`config.mk`:
```
export PLATFORM = sky130hd
export DESIGN_NAME = otp_rom_ctrl
export DESIGN_NICKNAME = d
export VERILOG_FILES = /design/src/rtl/otp_rom_ctrl.sv
export SDC_FILE = /design/constraint.sdc
export NUM_CORES = 1
export LEC_CHECK = 0
export BUFFER_PORTS_ARGS = -buffer_cell sky130_fd_sc_hd__buf_2
export CORE_MARGIN = 2
export CORE_UTILIZATION = 40
export DETAILED_ROUTE_END_ITERATION = 10
export GPL_TIMING_DRIVEN = 0
export PLACE_DENSITY = 0.56
export REMOVE_ABC_BUFFERS = 1
export SLEW_MARGIN = 20
export SYNTH_ARGS = -nofsm -noshare
export SYNTH_HDL_FRONTEND = slang
export SYNTH_SLANG_ARGS = --single-unit
export TNS_END_PERCENT = 1
```
`constraint.sdc`:
```
create_clock -name clk -period 2.5 [get_ports clk]
set_input_delay 0.125 -clock clk [delete_from_list [all_inputs] [get_ports clk]]
set_output_delay 0.125 -clock clk [all_outputs]
set_load 0.05 [all_outputs]
```
`src/rtl/otp_rom_ctrl.sv`:
```
module otp_rom_ctrl #(
  parameter int          ADDR_W = 4,
  parameter logic [7:0]  MFR_ID = 8'h20,
  parameter logic [7:0]  DEV_ID = 8'h05
) (
  input  logic              clk,
  input  logic              rst_n,
  input  logic              erase,
  input  logic              ce_n,
  input  logic              oe_n,
  input  logic              pgm_n,
  input  logic              vpp_hi,
  input  logic              sig_hv,
  input  logic [ADDR_W-1:0] addr,
  input  logic [7:0]        din,
  output logic [7:0]        dout,
  output logic              dout_en
);
  localparam int DEPTH = 1 << ADDR_W;

  logic [7:0]        mem [DEPTH];
  logic              pgm_q, armed;
  logic [ADDR_W-1:0] wa;
  logic [7:0]        wd;

  wire sig_rd  = !ce_n &  sig_hv & !oe_n & pgm_n & !vpp_hi;
  wire arr_rd  = !ce_n & !sig_hv & !oe_n & (!vpp_hi | pgm_n);
  wire prog_ok = !ce_n & !sig_hv &  oe_n & vpp_hi;
  wire wr_en   = !pgm_q & pgm_n & armed;

  assign dout_en = sig_rd | arr_rd;
  assign dout    = sig_rd ? (addr[0] ? DEV_ID : MFR_ID) :
                   arr_rd ? mem[addr] : 8'h00;

  always_ff @(posedge clk) begin
    if (!rst_n) begin
      pgm_q <= 1'b1;
      armed <= 1'b0;
      wa    <= '0;
      wd    <= 8'hFF;
      for (int i = 0; i < DEPTH; i++) mem[i] <= 8'hFF;
    end else begin
      pgm_q <= pgm_n;
      if (erase) begin
        armed <= 1'b0;
        for (int i = 0; i < DEPTH; i++) mem[i] <= 8'hFF;
      end else if (!pgm_n) begin
        armed <= pgm_q ? prog_ok : (armed & prog_ok);
        wa    <= addr;
        wd    <= din;
      end else begin
        armed <= 1'b0;
        if (wr_en) mem[wa] <= mem[wa] & wd;
      end
    end
  end

  p_armed_only_low_r6: assert property (@(posedge clk) disable iff (!rst_n)
    armed |-> !pgm_q);

  p_clear_only_r5: assert property (@(posedge clk) disable iff (!rst_n)
    (wr_en && !erase) |=> mem[$past(wa)] == ($past(mem[wa]) & $past(wd)));

  p_hold_no_write_r8: assert property (@(posedge clk) disable iff (!rst_n)
    (!wr_en && !erase) |=> mem[$past(addr)] == $past(mem[addr]));

  p_erase_ones_r1: assert property (@(posedge clk) disable iff (!rst_n)
    erase |=> mem[$past(addr)] == 8'hFF);

  p_standby_quiet_r4: assert property (@(posedge clk) disable iff (!rst_n)
    ce_n |-> !dout_en);

endmodule

```
# Yosys cells after proc, flatten, opt, wreduce, memory -nomap -nowiden
# Memories as Yosys holds them, arrays and structs flattened. A register that Yosys moved wholly into a read port is not among the register bits.
# Index checks and enable logic that the tools add are counted.
dict set report word_totals {
  reg_bits 14
  ramBits 128
  inputBits 20
  output_inout_bits 9
  word_cells 81
  n_memories 1
}
# name depth width read_ports rd_clocked_by_memory_dff write_ports line_no
set mem_list {}
lappend mem_list {mem 16 8 2 1 16 21} ;# logic [7:0] mem [DEPTH];
dict set report classes {
  mux 34
  bitwise_logic 34
  reduce_logical 8
}
# operator count
set ops {}
lappend ops {{2-to-1 mux 8 bit} 19}
lappend ops {{OR 1 bit} 18}
lappend ops {{bitwise AND 1 bit} 12}
lappend ops {{2-to-1 mux 4 bit} 3}
lappend ops {{2-to-1 mux 1 bit} 11}
lappend ops {{bitwise AND 8 bit} 1}
lappend ops {{OR reduction 8 bit} 1}
lappend ops {{2-to-1 mux 6 bit} 1}
lappend ops {{zero test 1 bit} 5}
lappend ops {{inverter 1 bit} 3}
lappend ops {{OR reduction 3 bit} 1}
lappend ops {{AND reduction 2 bit} 1}

# Depth between registers and ports, before layout
dict set report logic_depth {
  ltp_word 10
  depth_mapped 7
  ltp_nobuf 4
}

# Least setup slack after synthesis
# Ideal clock, no wire load.
dict set report synth_timing {
  path_kind {register -> register}
  start {reg wa[1]}
  end {mem mem[5][0] (enable)}
  setup_time_ps 334
  t_arrival_ps 1512
  required_ps 2166
  path_slack_ps 653
  path_stages_with_launch 6
  n_path_buf 1
  period_less_slack_ps 1847
  path_cell_list {dfxtp_1 > buf_4 > inv_2 > nand2_1 > nor3_2 > nand2b_1}
}
# item line_no
set synth_lines {}
lappend synth_lines {{from (decl)} 23} ;# logic [ADDR_W-1:0] wa;
lappend synth_lines {{from (signal assigned)} 49} ;# wa <= addr;
lappend synth_lines {{to (decl)} 21}

==> summary.txt <==
=================================================================================
Result of the run .................................................. complete, no violations
Remaining Overflow, GRT ............................................            0
Number of distinct library cells after synthesis ...................           41
Sinks on the clock net .............................................          146
Initial DRT Pass Iterations ........................................            6
Die Height .........................................................       145 um
Final cell count without fillers ...................................          928
Highest clock frequency the design can meet ........................    0.404 GHz
Power density over cell area .......................................  618 nW/um^2
Number of warnings issued by yosys .................................            0
Relative area change from synthesis to final layout ................        13.1%
Final Hold Fails ...................................................            0
Area fraction of the dominant cell type after synthesis ............        0.480
Largest driver fanout on the critical path .........................            9
Highest ir drop seen on vdd ........................................     0.391 mV
Min cycle time layout ..............................................      2470 ps
Reported leakage power .............................................      2.54 nW
Last weighted congestion value of the routability-driven placer ....        0.783
Startpoint class of the critical path ..............................         flop
Overall fraction of global-route tracks in use .....................        0.219
Share of the yosys chip area belonging to registers ................        0.525
CTS buffer count ...................................................           17
Initial core utilization ...........................................        0.410
Number of global-route vias before repair ..........................         5626
CP endpoint kind ...................................................         flop
Total Wirelength ...................................................      23.1 mm
Unrepaired setup endpoints after global routing ....................        false
Worst reg2reg path depth ...........................................            4
Final HPWL DP ......................................................      14.8 mm
Arrival time reported for the critical path endpoint ...............      2530 ps
Setup slack of the worst register-to-register path .................        30 ps
Pin count of the biggest net entering global routing ...............           38
Hold Path Class .................................................... primary input to flop
Pins Over Slew Limit ...............................................            0
Reg-to-reg startpoint ..............................................        pgm_q
Setup CP Type ...................................................... flop to flop
Cell count after synthesis .........................................          629
Top-level I/O count ................................................           29
Antenna violations before repair ...................................            0
Drt first-iter violations ..........................................          599
Ratio of final minimum period to clock period ......................        0.989
Reg-to-reg critical path endpoint ..................................    mem[6][4]
Hold-critical path endpoint ........................................        wa[3]
Largest clock skew in the final design .............................      6.75 ps
Core Footprint .....................................................  19500 sq um
Source-to-sink clock delay at the later pin of the worst-skew pair .       420 ps
Antenna cell count .................................................            0
Placed Cells .......................................................          875
Top cell type by total area after synthesis ........................     edfxtp_1
First-pass GRT wire length .........................................      34.0 mm
Post-synthesis cell area ...........................................   8000 sq um
Count of buffers from port buffering ...............................           28
Worst Tran Pin Value ...............................................      1010 ps
Worst hold start ...................................................      addr[3]
Max_cap viols ......................................................            0
Clock root buffer master ...........................................    clkbuf_16
Hold-critical path depth ...........................................            3
Routed WL per cell .................................................      24.8 um
# rows .............................................................           51
Data required time at the worst endpoint ...........................      2560 ps
Final sum of negative setup slack ..................................         0 ps
Final Net Count ....................................................          670
Die outline area ...................................................  21200 sq um
X dimension of the die .............................................       145 um
Largest cells by area after synthesis .............................. edfxtp_1, mux2i_1, mux4_2
Clock tree from TritonCTS ..........................................          yes
Number of vias after detailed routing ..............................         5655
Post-detailed-route via-to-cell ratio ..............................         6.09
Per-instance average area after synthesis ..........................   12.7 sq um
Final setup viols ..................................................            0
Rel. slew slack ....................................................        0.325
Number of antenna-violating nets in the routed design ..............            0
Count of state elements after synthesis ............................          146
Clock Pin Slew Worst Setup and Hold Paths ..........................        60 ps
Remaining design rule violation count ..............................            0
Layout cells sized above 1 .........................................        0.247
Largest buffer count on any clock path .............................            2
H-Tree Level Count .................................................            4
=================================================================================
## per-layer routing
layer | track usage | wire, um | vias up | part of all wire
met4 | 0.0887 | 744 | 0 | 0.032
li1 | - | - | 2485 | -
met1 | 0.273 | 8970 | 2837 | 0.39
met3 | 0.0370 | 1600 | 54 | 0.069
met5 | 0 | 0 | - | 0
met2 | 0.381 | 11700 | 279 | 0.51
## power breakdown
group,leakage (nW),internal [mW],switching [mW],total (mW)
clock network,0.261,1.44,0.992,2.43
logic,1.19,0.124,0.343,0.467
registers,1.09,2.66,0.0389,2.69
## cell type report
type,count,area (sq um)
clock buffer,17,425
clock inverter,15,124
fill,1788,10500
inverter,4,15.0
multi-input combinational,428,3540
sequential,146,4210
tap,265,332
timing repair buffer,53,403
## cells in the mapped netlist (all sizes together)
master / number
and3: 3
a21boi: 4
o2111ai: 1
nor2b: 3
o22ai: 5
clkbuf: 10
edfxtp: 128
nand3: 154
nand4b: 1
o21ai: 2
a21oi: 18
nand3b: 1
o211ai: 1
dfxtp: 18
and2: 1
nand2b: 26
nor2: 4
and4bb: 1
nor4: 5
mux2i: 77
nor3: 14
nand2: 53
inv: 4
nor4b: 1
o221ai: 2
nand4: 2
mux4: 32
a22oi: 16
buf: 41
or2: 1
## critical path, cell delays in order, from the launching register on
cell	delay, ps
dfxtp_1	310
and4bb_4	360
nand3_4	230
nor4_4	630
nand2b_1	560
## layout by cell type (no fill, tap or decap), types with 7 or more instances in the layout
master         netlist  layout
clkinv_1             0       7
a22oi_1             16      16
nand2b_2             0      11
buf_4                7      11
clkbuf_16            0      17
nand3_2             26      26
mux2i_1             77      77
edfxtp_1           128     128
nand2b_1            26      15
a21oi_1             18      18
nand3_1            127     127
nand2_1             53      53
nor3_4               6      12
mux4_2              32      32
buf_2               26      27
dlygate4sd3_1        0      10
dfxtp_1             18      16
## through the flow
step / setup WS [ps] / util / instance area [sq um] / power [mW] / hold WS, ps
floorplan: -929 / - / 7680 / 2.99 / 194
global placement: -2030 / 0.418 / 8160 / 3.18 / 333
detailed placement: -615 / 0.422 / 8240 / 3.19 / 342
CTS: 4.95 / 0.461 / 9010 / 5.60 / 2.86
global route: 2.77 / 0.463 / 9050 / 5.74 / 36.7
finish: 27.6 / 0.463 / 9050 / 5.59 / 29.3
## registers in the layout, summed over array words and instances (netlist names), named ones only
| name | count |
|---|---|
| pgm_q | 1 |
| mem | 128 |
| wd | 8 |
| armed | 1 |
| wa | 4 |
## worst max-delay path by stage
| stage | startpoint | endpoint | slack [ps] |
|---|---|---|---|
| 2_1_floorplan | flop | mem[12][6] | -930 |
| 3_3_place_gp | flop | mem[12][6] | -2030 |
| 3_5_place_dp | rst_n | mem[8][5] | -610 |
| 4_1_cts | pgm_q | mem[3][0] | 5 |
| 5_1_grt | wa[3] | mem[12][5] | 3 |
| 6_report | pgm_q | mem[6][4] | 30 |
## logic make-up after synthesis
family / Yosys count / share of synthesized area
buffers and inverters: 55 / 0.0417
and+or+nand+nor: 270 / 0.207
muxes: 109 / 0.186
DFF: 146 / 0.525
AOI/OAI and AO/OA: 49 / 0.0394
## what timing repair did
item,4_1_cts,5_1_grt
endpoints found under the hold margin,9,0
buffers inserted,8,3
resized for setup,16,2
setup endpoints to repair,125,28
cloned,0,0
hold buffers,10,0
pin swaps,8,0
Power figures use the tool's default switching activity.
